===== src/rtl/scanfix_pkg.sv =====
package scanfix_pkg;

    localparam int DATA_W = 4;
    localparam int NDRV   = 3;

    // Chain order follows the packed layout: acc holds cells 0..DATA_W-1.
    typedef struct packed {
        logic              tog;
        logic [DATA_W-1:0] keep;
        logic [DATA_W-1:0] cnt;
        logic [DATA_W-1:0] acc;
    } state_t;

    localparam int CELLS = $bits(state_t);

    // Driver order: 0 accumulator, 1 counter, 2 data word.
    function automatic logic [DATA_W-1:0] bus_resolve(
        input logic [NDRV-1:0]   en,
        input logic [DATA_W-1:0] v_acc,
        input logic [DATA_W-1:0] v_cnt,
        input logic [DATA_W-1:0] v_din,
        input logic [DATA_W-1:0] v_keep
    );
        logic [DATA_W-1:0] drv [NDRV];
        logic [DATA_W-1:0] res;
        drv[0] = v_acc;
        drv[1] = v_cnt;
        drv[2] = v_din;
        res = '0;
        for (int k = 0; k < NDRV; k++) begin
            if (en[k]) res = res | drv[k];
        end
        if (en == '0) res = v_keep;
        return res;
    endfunction

endpackage


===== src/rtl/scan_cell.sv =====
module scan_cell (
    input  logic clk,
    input  logic rst,
    input  logic se,
    input  logic en,
    input  logic clr,
    input  logic d,
    input  logic si,
    output logic q
);

    always_ff @(posedge clk) begin
        if (rst)      q <= 1'b0;
        else if (clr) q <= 1'b0;
        else if (en)  q <= se ? si : d;
    end

    // an enabled shifting cell takes its scan input
    a_r2_cell_shift: assert property (@(posedge clk) disable iff (rst)
        (se && en && !clr) |=> (q == $past(si)));

endmodule


===== src/rtl/scan_chain.sv =====
module scan_chain #(
    parameter int N = 13
) (
    input  logic         clk,
    input  logic         rst,
    input  logic         se,
    input  logic         scan_in,
    input  logic [N-1:0] d,
    input  logic [N-1:0] en,
    input  logic [N-1:0] clr,
    output logic [N-1:0] q,
    output logic         scan_out
);

    logic [N-1:0] si_vec;
    assign si_vec   = {q[N-2:0], scan_in};
    assign scan_out = q[N-1];

    for (genvar i = 0; i < N; i++) begin : g_cell
        scan_cell u_cell (
            .clk (clk),
            .rst (rst),
            .se  (se),
            .en  (en[i]),
            .clr (clr[i]),
            .d   (d[i]),
            .si  (si_vec[i]),
            .q   (q[i])
        );
    end

endmodule


===== src/rtl/rule_fix_logic.sv =====
module rule_fix_logic
    import scanfix_pkg::*;
(
    input  logic                tm,
    input  logic                se,
    input  logic                din_en,
    input  logic [DATA_W-1:0]   din,
    input  logic [NDRV-1:0]     bus_en,
    input  state_t              cur,
    output state_t              nxt,
    output state_t              en_s,
    output state_t              clr_s,
    output logic [DATA_W-1:0]   bus_val
);

    logic            acc_en;
    logic            tick;
    logic            clr_int;
    logic            clr_cnt;
    logic [NDRV-1:0] drv_en;

    // Gated-register repair: enable forced by test mode or shift.
    assign acc_en  = din_en | tm | se;
    // Derived-tick bypass: test mode steps the counter every clock.
    assign tick    = cur.tog | tm;
    // Internal clear, held inactive for the whole of test mode.
    assign clr_int = (cur.acc == '1);
    assign clr_cnt = clr_int & ~tm;
    // Bus arbitration: shift hands the bus to driver 0 alone.
    assign drv_en  = se ? NDRV'(1) : bus_en;

    assign bus_val = bus_resolve(drv_en, cur.acc, cur.cnt, din, cur.keep);

    always_comb begin
        nxt.acc  = cur.acc + din;
        nxt.cnt  = cur.cnt + DATA_W'(1);
        nxt.keep = bus_val;
        nxt.tog  = ~cur.tog;

        en_s.acc  = {DATA_W{acc_en}};
        en_s.cnt  = {DATA_W{tick}};
        en_s.keep = '1;
        en_s.tog  = 1'b1;

        clr_s.acc  = '0;
        clr_s.cnt  = {DATA_W{clr_cnt}};
        clr_s.keep = '0;
        clr_s.tog  = 1'b0;
    end

endmodule


===== src/rtl/scan_rule_top.sv =====
module scan_rule_top
    import scanfix_pkg::*;
(
    input  logic              clk,
    input  logic              rst,
    input  logic              tm,
    input  logic              se,
    input  logic              scan_in,
    input  logic [DATA_W-1:0] din,
    input  logic              din_en,
    input  logic [NDRV-1:0]   bus_en,
    output logic              scan_out,
    output logic [DATA_W-1:0] acc_out,
    output logic [DATA_W-1:0] cnt_out,
    output logic [DATA_W-1:0] bus_out
);

    state_t            st;
    state_t            nxt;
    state_t            en_s;
    state_t            clr_s;
    logic [CELLS-1:0]  q;

    assign st = state_t'(q);

    rule_fix_logic u_fix (
        .tm      (tm),
        .se      (se),
        .din_en  (din_en),
        .din     (din),
        .bus_en  (bus_en),
        .cur     (st),
        .nxt     (nxt),
        .en_s    (en_s),
        .clr_s   (clr_s),
        .bus_val (bus_out)
    );

    scan_chain #(.N(CELLS)) u_chain (
        .clk      (clk),
        .rst      (rst),
        .se       (se),
        .scan_in  (scan_in),
        .d        (nxt),
        .en       (en_s),
        .clr      (clr_s),
        .q        (q),
        .scan_out (scan_out)
    );

    assign acc_out = st.acc;
    assign cnt_out = st.cnt;

    // shifting is only legal under test mode
    a_r2_shift_in_test: assert property (@(posedge clk) disable iff (rst)
        se |-> tm);

    // capture under test mode always accumulates
    a_r3_forced_enable: assert property (@(posedge clk) disable iff (rst)
        (tm && !se) |=> (acc_out == DATA_W'($past(acc_out) + $past(din))));

    // capture under test mode steps the counter regardless of divider
    a_r4_tick_bypass: assert property (@(posedge clk) disable iff (rst)
        (tm && !se) |=> (cnt_out == DATA_W'($past(cnt_out) + 1)));

    // functional internal clear empties the counter
    a_r5_internal_clear: assert property (@(posedge clk) disable iff (rst)
        (!tm && !se && acc_out == '1) |=> (cnt_out == '0));

    // while shifting the bus shows the accumulator driver only
    a_r8_shift_bus_owner: assert property (@(posedge clk) disable iff (rst)
        se |-> (bus_out == acc_out));

endmodule


===== config.mk =====
export PLATFORM = sky130hd
export DESIGN_NAME = scan_rule_top
export DESIGN_NICKNAME = d
export VERILOG_FILES = /design/src/rtl/scanfix_pkg.sv /design/src/rtl/scan_cell.sv /design/src/rtl/scan_chain.sv /design/src/rtl/rule_fix_logic.sv /design/src/rtl/scan_rule_top.sv
export SDC_FILE = /design/constraint.sdc
export NUM_CORES = 1
export LEC_CHECK = 0
export BUFFER_PORTS_ARGS = -buffer_cell sky130_fd_sc_hd__buf_2
export CAP_MARGIN = 20
export CORE_UTILIZATION = 23
export CTS_CLUSTER_SIZE = 24
export DETAILED_ROUTE_END_ITERATION = 10
export MAX_ROUTING_LAYER = met4
export PLACE_DENSITY = 0.53
export SYNTH_ARGS = -nofsm -noshare
export SYNTH_HDL_FRONTEND = slang
export SYNTH_SLANG_ARGS = --single-unit

===== constraint.sdc =====
create_clock -name clk -period 2.3 [get_ports clk]
set_clock_uncertainty 0.2 [all_clocks]
set_input_delay 0.345 -clock clk [delete_from_list [all_inputs] [get_ports clk]]
set_output_delay 0.345 -clock clk [all_outputs]
set_load 0.01 [all_outputs]

## Word level (Yosys, flattened, before mapping)

Index checks and enable logic that the tools add are counted.

- Bits in registers: 13
- Logic and storage cells: 44

- Add/subtract/negate cells: 2
- Eq/ne operators: 1
- Reduce and logical (&&, ||, !) cells: 2
- Bitwise gates (word level): 8
- Multiplexer cells: 18

Operators by type and width:

| kind | number |
|---|---|
| two-way mux 4 bit | 4 |
| two-way mux 1 bit | 13 |
| OR 4 bit | 2 |
| adder 4 x 1 -> 4 bit (second input constant) | 1 |
| adder 4 bit | 1 |
| == test 4 bit (second input constant) | 1 |
| logical NOT 3 bit | 1 |
| two-way mux 3 bit | 1 |
| OR 1 bit | 3 |
| NOT 1 bit | 2 |
| OR reduction 2 bit | 1 |
| bitwise AND 1 bit | 1 |

## Depth between registers and ports, before layout

Gate-level depths: netlist of the first run.

- Depth in word-level cells: 8
- Depth in mapped cells: 6
- Depth with buffers taken out: 6

## Hierarchy

From an unflattened synthesis of the first run, not the netlist that was laid out.

- Cell total of the unflattened synthesis: 130
- Area, all modules: 1232.4 µm²

Modules (own cells, without submodules):

| module | area each (µm²) | times used | cells an instance | sequential area each (µm²) |
|---|---|---|---|---|
| scan_cell | 48.8 | 13 | 4 | 20.0 |
| rule_fix_logic | 590.6 | 1 | 77 | 0.0 |
| scan_chain | 7.5 | 1 | 1 | 0.0 |

## Least setup slack after synthesis of the first run

Ideal clock, no wire load.

- Kind: input port to output port
- Start: input port se
- End: output port bus_out[0]
- Stages on the path: 5
- Slack: 0.393 ns
- Arrival: 1.362 ns
- Data required time: 1.755 ns
- Cells stage by stage: or4_4 buf_6 o211ai_1 o21a_1 buf_4

- Longest elaborated chain between the ends: 7
- Elaborated cells on any way between the ends: 8

Ends and longest elaborated chain:

| element | RTL line | RTL |
|---|---|---|
| start, declared | scan_rule_top.sv:7 | `input logic se,` |
| two-way mux 3 bit * | rule_fix_logic.sv:30 | `assign drv_en = se ? NDRV'(1) : bus_en;` |
| two-way mux 4 bit | scanfix_pkg.sv:31 | `if (en[k]) res = res \| drv[k];` |
| OR 4 bit | scanfix_pkg.sv:31 |  |
| two-way mux 4 bit | scanfix_pkg.sv:31 |  |
| OR 4 bit | scanfix_pkg.sv:31 |  |
| two-way mux 4 bit | scanfix_pkg.sv:31 |  |
| two-way mux 4 bit * | scanfix_pkg.sv:33 | `if (en == '0) res = v_keep;` |
| end, declared | scan_rule_top.sv:15 | `output logic [DATA_W-1:0] bus_out` |

Every way passes the cells marked *; elsewhere a longest branch is shown, timed or not.

## Worst setup path after layout of the first run

- Start: input port bus_en[0]
- End: output port bus_out[1]

- Longest elaborated chain between the ends: 7
- Elaborated cells on any way between the ends: 8

Ends and longest elaborated chain:

| element | RTL line | RTL |
|---|---|---|
| start, declared | scan_rule_top.sv:11 | `input logic [NDRV-1:0] bus_en,` |
| two-way mux 3 bit * | rule_fix_logic.sv:30 |  |
| two-way mux 4 bit | scanfix_pkg.sv:31 |  |
| OR 4 bit | scanfix_pkg.sv:31 |  |
| two-way mux 4 bit | scanfix_pkg.sv:31 |  |
| OR 4 bit | scanfix_pkg.sv:31 |  |
| two-way mux 4 bit | scanfix_pkg.sv:31 |  |
| two-way mux 4 bit * | scanfix_pkg.sv:33 |  |

Marks and branches as above.

==> results.yml, run 1 <==
global_routing:
  grt_max_degree: 32
  antenna_found_initial: 0
  grt_pass1_wl_mm: 3.96
  grt_pass1_vias: 821
  grt.overflow.total: 0
  grt.total_usage_pct: 12.0
worst_setup_path:
  cp-start-kind: "primary input"
  slowest_stage: "or4_4"
  reg2reg_from: "u_chain.g_cell[0].u_cell.q"
  critical_path_required_ns: 1.75
  crit_top_cell: "buf_2"
  worstRegToRegCells: 5
  r2r_end: "u_chain.g_cell[1].u_cell.q"
  critPathMaxStageDelay_ns: 0.59
  path_class: "primary input to output pin"
  crit_path_max_fanout: 12
  crit_chain: "buf_2 -> or4_4 -> o211ai_1 -> o21a_1 -> buf_2"
  cp-end-kind: "output pin"
  crit_arrival_ns: 1.51
  rrSetupSlack_ns: 0.51
die:
  start_util_pct: 24.0
  core_um2: 4030
  design.die.area_um2: 4470
  die_h_um: 66.9
  pin_count: 26
  die-width_um: 66.9
  rows: 23
status:
  outcome: "complete, no violations"
timing:
  max_freq_ghz: 0.487
  holdWs_ns: 0.161
  post-route-period-util_pct: 89.3
  rsz0062_at_grt: "no"
  setup_viol: 0
  fin_ws_ns: 0.245
  relSlewSlack_pct: 64.9
  final_hold_viol_count: 0
  finalMaxSlewViolations: 0
  final.setup.tns_ns: 0
  worst_pin_slew_ns: 0.521
  min_period_ns: 2.06
synth:
  synth_seq_cells: 13
  yosysTopAreaCell: "dfxtp_1"
  synth_warnings: 0
  synth_top_cells_by_area: "dfxtp_1, buf_4, o21a_1"
  yosysMostFrequentCell: "dfxtp_1"
  synth_area_per_cell_um2: 8.35
  ys_async_sr_fraction_pct: 0
  synth_area_um2: 968
  synth_flop_cell: "dfxtp_1"
  synth_common_cells: "dfxtp_1, buf_4, o21a_1"
  seq_area_frac_synth_pct: 26.9
  synthesis.nets: 134
  yosysTopAreaCellShare_pct: 26.9
  syn_inst: 116
  synth-edff-count: 0
  ys_types: 38
min_path:
  holdPathStages: 2
  min_from: "rst"
  min_path_type: "primary input to flip-flop"
  holdPathEnd: "u_chain.g_cell[1].u_cell.q"
routing:
  drt_iter0_markers: 36
  drc: 0
  wl_per_cell_um: 13.7
  via_count: 902
  routed_via_density: 5.07
  totalWireLength_mm: 2.43
  first_pass_iters: 4
  drt.antenna.violating_nets: 0
placed_design:
  portBuffers: 25
  pre_cts_ws_ns: 0.254
  dpl.cell_count: 174
  place.gp.congestion: 0.862
  dp_hpwl_mm: 1.82
clocking:
  cts.repair.resized: 0
  postCtsHoldBufs: 0
  cts-root-buf: "clkbuf_8"
  cts_buffer_depth: 2
  insertion_delay_ns: 0.24
  tritoncts: "yes"
  cts_max_level: 1
  cts.sinks: 13
  clkTransAtPathRegs_ns: 0.06
  cts_made_buffers: 3
  post_cts_buffers: 0
power:
  p_per_area_nw_per_um2: 590
  peakVddDrop_uv: 355
  leakage_nw: 0.447
finish:
  drive_gt1_share_pct: 25.0
  largest_register: "u_chain.g_cell.u_cell.q"
  diodes: 0
  nFillCells: 436
  fin_nets: 147
  largest_reg_flops: 13
  utilization_pct: 27.0
  reg_top3: "u_chain.g_cell.u_cell.q: 13 flops"
  area_growth_pct: 12.4
  final_cells: 178
job:
  maxCapViolCount: 0
## worst max-delay path by stage
stage                          from    endpoint  slack [ns]  depth (start not counted)
after floorplan                  se  bus_out[0]        0.39                          5
after global placement           se  bus_out[3]        0.28                          5
after detailed placement  bus_en[0]  bus_out[1]        0.25                          5
after CTS                 bus_en[0]  bus_out[1]        0.25                          5
after global routing      bus_en[0]  bus_out[1]        0.16                          5
final                     bus_en[0]  bus_out[1]        0.24                          5
## metrics by stage
| stage | power (mW) | cell area (um2) |
|---|---|---|
| final | 0.642 | 1090 |
| after global routing | 0.678 | 1090 |
| after CTS | 0.645 | 1090 |
| after detailed placement | 0.436 | 1040 |
| after global placement | 0.432 | 1040 |
| after floorplan | 0.401 | 968 |
## placed cells by master, fill, tap and decap left out, types with 2 or more instances in the layout
| cell | instances |
|---|---|
| dfxtp_1 | 13 |
| a32o_1 | 4 |
| o211ai_1 | 5 |
| nand2b_1 | 2 |
| ha_1 | 4 |
| buf_2 | 25 |
| or2_2 | 2 |
| a211oi_1 | 2 |
| o21ai_0 | 7 |
| o22ai_1 | 2 |
| clkbuf_8 | 3 |
| nand2_1 | 6 |
| nor3_1 | 2 |
| a21oi_1 | 5 |
| nor2_1 | 5 |
| o21a_1 | 9 |
| nand3_1 | 2 |
| xnor2_1 | 2 |
| inv_1 | 4 |
| a22oi_1 | 4 |
| and2_1 | 2 |
## worst max-delay path, delay by kind of cell
kind | cells | cell delay (ns)
simple gates | 1 | 0.59
buf+inv | 2 | 0.24
compound gates | 2 | 0.33
## area by class of cell
| class | instances | area, um2 | area share, % |
|---|---|---|---|
| Clock buffer | 4 | 45.0 | 4.14 |
| Multi-Input combinational cell | 81 | 573 | 52.6 |
| Sequential cell | 13 | 260 | 23.9 |
| Inverter | 4 | 15.0 | 1.38 |
| Timing Repair Buffer | 26 | 133 | 12.2 |
| Tap cell | 50 | 62.6 | 5.75 |
## report_power, final
part	leakage [nW]	switching, mW	internal (mW)
registers	0.107	0.0267	0.243
clock network	0.0228	0.0874	0.122
logic	0.317	0.0864	0.0758
## layer usage
layer,up-vias,track usage [%],routed length [um]
li1,446,-,-
met1,429,16.3,1210
met2,25,17.7,1080
met3,2,3.42,131
met4,0,1.86,7
met5,-,-,0
## cells by family after synthesis
| kind of cell | after synthesis | share of synthesized area [%] |
|---|---|---|
| buffers and inverters | 22 | 14.0 |
| adders and majority gates | 5 | 7.24 |
| xor gates and xnor gates | 2 | 1.81 |
| and+or+nand+nor | 28 | 16.0 |
| DFF | 13 | 26.9 |
| AOI/OAI and AO/OA | 45 | 33.1 |
| muxes | 1 | 1.03 |
(Power assumes the default switching activity.)
==> inputs of run 2 (changes only) <==
--- a/config.mk
+++ b/config.mk
@@ -8,6 +8,7 @@
 export BUFFER_PORTS_ARGS = -buffer_cell sky130_fd_sc_hd__buf_2
 export CAP_MARGIN = 20
 export CORE_UTILIZATION = 23
+export CTS_BUF_LIST = sky130_fd_sc_hd__clkbuf_16
 export CTS_CLUSTER_SIZE = 24
 export DETAILED_ROUTE_END_ITERATION = 10
 export MAX_ROUTING_LAYER = met4
==> run 2 against run 1 <==
Worst setup slack worse by 0.016 ns. Combinational power is essentially flat. Worst hold slack is essentially flat. Die area unchanged. Critical endpoint unchanged. Maximum frequency is 0.77% lower. Non-clock buffer count unchanged. Register-to-register slack hardly changed. Final area grew 3.1%. Sequential cell count stayed put. Largest cell class unchanged. Routed wire length grew 1.9%. Clock power is 58% higher.
==> results.yml, run 2 (synthesis results as in run 1) <==
status:
  outcome: "complete, no violations"
finish:
  layout_common_cells: "buf_2, dfxtp_1, o21a_1, o21ai_0, nand2_1"
  area_growth_pct: 15.9
  largest_register: "u_chain.g_cell.u_cell.q"
  largest_reg_flops: 13
  fin_nets: 147
  nFillCells: 438
  utilization_pct: 27.9
  diodes: 0
  final_common_cell: "buf_2"
  reg_top3: "u_chain.g_cell.u_cell.q: 13 flops"
  drive_gt1_share_pct: 25.0
  final_cells: 178
routing:
  drt.antenna.violating_nets: 0
  drc: 0
  totalWireLength_mm: 2.48
  wl_per_cell_um: 13.9
  via_count: 919
  drt_iter0_markers: 39
  routed_via_density: 5.16
  first_pass_iters: 4
die:
  die_h_um: 66.9
  start_util_pct: 24.0
  core_um2: 4030
  rows: 23
  design.die.area_um2: 4470
  pin_count: 26
  die-width_um: 66.9
global_routing:
  grt.total_usage_pct: 12.4
  grt_pass1_wl_mm: 4.05
  grt_max_degree: 32
  grt_pass1_vias: 813
  antenna_found_initial: 0
  grt.overflow.total: 0
clocking:
  cts.repair.resized: 0
  cts_made_buffers: 3
  cts-root-buf: "clkbuf_16"
  cts_max_level: 1
  cts_buffer_depth: 2
  tritoncts: "yes"
  clkTransAtPathRegs_ns: 0.05
  insertion_delay_ns: 0.24
  postCtsHoldBufs: 0
  post_cts_buffers: 0
  cts.sinks: 13
worst_setup_path:
  slowest_stage: "or4_4"
  cp_num_buf_inv: 2
  critical_path_required_ns: 1.75
  critPathMaxStageDelay_ns: 0.60
  crit_arrival_ns: 1.53
  path_class: "primary input to output pin"
  crit_top_cell: "buf_2"
  crit_path_max_fanout: 12
  reg2reg_from: "u_chain.g_cell[0].u_cell.q"
  cp-end-kind: "output pin"
  crit_chain: "buf_2 -> or4_4 -> o211ai_1 -> o21a_1 -> buf_2"
  worstRegToRegCells: 6
  cp-start-kind: "primary input"
  r2r_end: "u_chain.g_cell[2].u_cell.q"
  path_delay_family: "simple AND/OR/NAND/NOR gates"
  rrSetupSlack_ns: 0.52
min_path:
  holdPathStages: 2
  min_path_type: "primary input to flip-flop"
  holdPathEnd: "u_chain.g_cell[1].u_cell.q"
  min_from: "rst"
power:
  p_per_area_nw_per_um2: 681
  peakVddDrop_uv: 283
  leakage_nw: 0.467
timing:
  relSlewSlack_pct: 64.8
  post-route-period-util_pct: 90.0
  rsz0062_at_grt: "no"
  worst_pin_slew_ns: 0.522
  finalMaxSlewViolations: 0
  max_freq_ghz: 0.483
  fin_ws_ns: 0.229
  final.setup.tns_ns: 0
  setup_viol: 0
  final_hold_viol_count: 0
  min_period_ns: 2.07
placed_design:
  dpl.cell_count: 174
  place.gp.congestion: 0.862
  pre_cts_ws_ns: 0.254
  portBuffers: 25
  dp_hpwl_mm: 1.82
job:
  maxCapViolCount: 0
-- run 2: cell count changes in the layout (fill, tap and decap cells not counted), sizes merged --
cell and delta:
inv +1, clkbuf -1
-- run 2: metrics by stage --
step	instance area (um2)	hold WS, ns	power [mW]
3_5_place_dp	1040	0.333	0.436
5_1_grt	1120	0.163	0.803
2_1_floorplan	968	0.214	0.401
4_1_cts	1120	0.160	0.768
6_report	1120	0.161	0.765
3_3_place_gp	1040	0.325	0.432
-- run 2: where the power goes --
group / total, mW / internal (mW) / switching, mW
Sequential: 0.270 / 0.244 / 0.0266
Combinational: 0.163 / 0.0759 / 0.0868
Clock: 0.332 / 0.230 / 0.102
-- run 2: layout make-up --
cell class                      count  area [um2]  area share, %
Multi-Input combinational cell     81         573           51.1
Clock buffer                        3        75.1           6.69
Sequential cell                    13         260           23.2
Timing Repair Buffer               26         133           11.8
Tap cell                           50        62.6           5.57
Inverter                            4        15.0           1.34
Clock inverter                      1        3.75          0.334
-- run 2: routing by layer --
| metal | global-route usage (%) | vias up | wire (um) |
|---|---|---|---|
| li1 | - | 447 | - |
| met4 | 2.39 | 0 | 3 |
| met1 | 16.4 | 435 | 1190 |
| met2 | 18.3 | 35 | 1140 |
| met3 | 3.94 | 2 | 149 |
| met5 | - | - | 0 |
-- run 2: how the worst max path moves through the flow --
stage / depth (start not counted) / startpoint / endpoint
5_1_grt: 5 / bus_en[0] / bus_out[1]
2_1_floorplan: 5 / se / bus_out[0]
3_3_place_gp: 5 / se / bus_out[3]
3_5_place_dp: 5 / bus_en[0] / bus_out[1]
4_1_cts: 5 / bus_en[0] / bus_out[1]
6_report: 5 / bus_en[0] / bus_out[1]
-- run 2: worst reg2reg max path: cells and delay by family (launching register included) --
family / cells / cell delay (ns)
AO/OA/AOI/OAI: 1 / 0.22
XOR/XNOR: 1 / 0.14
adder cells (fa/ha/maj): 2 / 0.58
buffers and inverters: 1 / 0.05
flip-flops: 1 / 0.44
AND/OR/NAND/NOR: 1 / 0.06
==> inputs of run 3 (changes only) <==
--- a/config.mk
+++ b/config.mk
@@ -6,13 +6,12 @@
 export NUM_CORES = 1
 export LEC_CHECK = 0
 export BUFFER_PORTS_ARGS = -buffer_cell sky130_fd_sc_hd__buf_2
-export CAP_MARGIN = 20
-export CORE_UTILIZATION = 23
+export CORE_UTILIZATION = 50
 export CTS_BUF_LIST = sky130_fd_sc_hd__clkbuf_16
 export CTS_CLUSTER_SIZE = 24
 export DETAILED_ROUTE_END_ITERATION = 10
 export MAX_ROUTING_LAYER = met4
-export PLACE_DENSITY = 0.53
+export PLACE_DENSITY = 0.88
 export SYNTH_ARGS = -nofsm -noshare
 export SYNTH_HDL_FRONTEND = slang
 export SYNTH_SLANG_ARGS = --single-unit
==> run 3 against run 2 <==
Sequential power is essentially flat. Total power about the same. Critical path depth is the same. Global-route usage grew 14 points. Critical path type unchanged. Largest cell class unchanged. Largest power group unchanged.
==> results.yml, run 3 (synthesis results as in run 1) <==
clocking:
  cts_buffer_depth: 2
  clkTransAtPathRegs_ns: 0.05
  cts_max_level: 1
  insertion_delay_ns: 0.24
  cts.sinks: 13
  post_cts_buffers: 0
  cts_made_buffers: 3
  postCtsHoldBufs: 0
  cts.repair.resized: 0
  cts-root-buf: "clkbuf_16"
  tritoncts: "yes"
global_routing:
  grt.overflow.total: 0
  grt_pass1_vias: 840
  grt.total_usage_pct: 26.1
  grt_pass1_wl_mm: 3.77
  grt_max_degree: 32
  antenna_found_initial: 0
worst_setup_path:
  cp-start-kind: "primary input"
  crit_path_max_fanout: 12
  slowest_stage: "or4_4"
  critPathMaxStageDelay_ns: 0.59
  path_class: "primary input to output pin"
  reg2reg_from: "u_chain.g_cell[0].u_cell.q"
  crit_top_cell: "buf_2"
  worstRegToRegCells: 6
  critical_path_required_ns: 1.75
  crit_arrival_ns: 1.49
  cp-end-kind: "output pin"
  crit_chain: "buf_2 -> or4_4 -> o211ai_1 -> o21a_1 -> buf_2"
  r2r_end: "u_chain.g_cell[2].u_cell.q"
  rrSetupSlack_ns: 0.47
timing:
  post-route-period-util_pct: 88.7
  worst_pin_slew_ns: 0.504
  fin_ws_ns: 0.260
  final.setup.tns_ns: 0
  final_hold_viol_count: 0
  finalMaxSlewViolations: 0
  setup_viol: 0
  relSlewSlack_pct: 66.0
  holdWs_ns: 0.142
  min_period_ns: 2.04
  rsz0062_at_grt: "no"
  max_freq_ghz: 0.490
min_path:
  holdPathStages: 2
  min_path_type: "primary input to flip-flop"
  min_from: "rst"
  holdPathEnd: "u_chain.g_cell[1].u_cell.q"
finish:
  largest_reg_flops: 13
  final_common_cell: "buf_2"
  largest_register: "u_chain.g_cell.u_cell.q"
  reg_top3: "u_chain.g_cell.u_cell.q: 13 flops"
  layout_common_cells: "buf_2, dfxtp_1, o21a_1, o21ai_0, nand2_1"
  drive_gt1_share_pct: 25.0
  utilization_pct: 61.8
  nFillCells: 164
  diodes: 0
  final_cells: 153
  area_growth_pct: 12.7
  fin_nets: 147
  design_area_um2: 1090
placed_design:
  dp_hpwl_mm: 1.70
  dpl.cell_count: 149
  placed_area_um2: 1010
  pre_cts_ws_ns: 0.262
  portBuffers: 25
  place.gp.congestion: 0.824
power:
  p_per_area_nw_per_um2: 701
  leakage_nw: 0.467
  peakVddDrop_uv: 349
  total_power_mw: 0.765
status:
  outcome: "complete, no violations"
job:
  maxCapViolCount: 0
routing:
  wl_per_cell_um: 15.8
  first_pass_iters: 4
  routed_via_density: 6.28
  totalWireLength_mm: 2.42
  drt_iter0_markers: 43
  drt.antenna.violating_nets: 0
  drc: 0
  via_count: 961
die:
  die_h_um: 46.0
  start_util_pct: 54.9
  design.die.area_um2: 2120
  pin_count: 26
  rows: 15
  die-width_um: 46.0
  core_um2: 1760
[run 3: cell counts in the layout (fill, tap and decap cells not counted)]
Identical to the previous run, type by type.
[run 3: metal layers]
metal  wire length [um]  vias up  global-route usage (%)
met5                  0        -                       -
met4                 51        0                    11.8
met3                134        7                    3.97
met2               1200       45                    42.0
met1               1030      457                    31.8
li1                   -      452                       -
[run 3: critical path, delay by kind of cell]
family | cells | cell delay (ns)
AOI/OAI and AO/OA | 2 | 0.31
buffers and inverters | 2 | 0.24
and+or+nand+nor | 1 | 0.59
[run 3: how the worst max path moves through the flow]
| stage | start | to | slack [ns] |
|---|---|---|---|
| after floorplan | se | bus_out[0] | 0.39 |
| after global placement | se | bus_out[0] | 0.30 |
| after detailed placement | bus_en[0] | bus_out[0] | 0.26 |
| after CTS | bus_en[0] | bus_out[0] | 0.26 |
| after global routing | bus_en[0] | bus_out[0] | 0.21 |
| final | bus_en[0] | bus_out[1] | 0.26 |
[run 3: layout make-up]
type                            count  area [um2]  share of cell area [%]
Tap cell                           25        31.3                    2.87
Sequential cell                    13         260                    23.9
Clock buffer                        3        75.1                    6.88
Inverter                            4        15.0                    1.38
Clock inverter                      1        3.75                   0.344
Multi-Input combinational cell     81         573                    52.5
Timing Repair Buffer               26         133                    12.2
[run 3: power breakdown]
| part | internal, mW | switching (mW) |
|---|---|---|
| Sequential | 0.244 | 0.0269 |
| Combinational | 0.0763 | 0.0878 |
| Clock | 0.230 | 0.100 |
| Total | 0.550 | 0.215 |
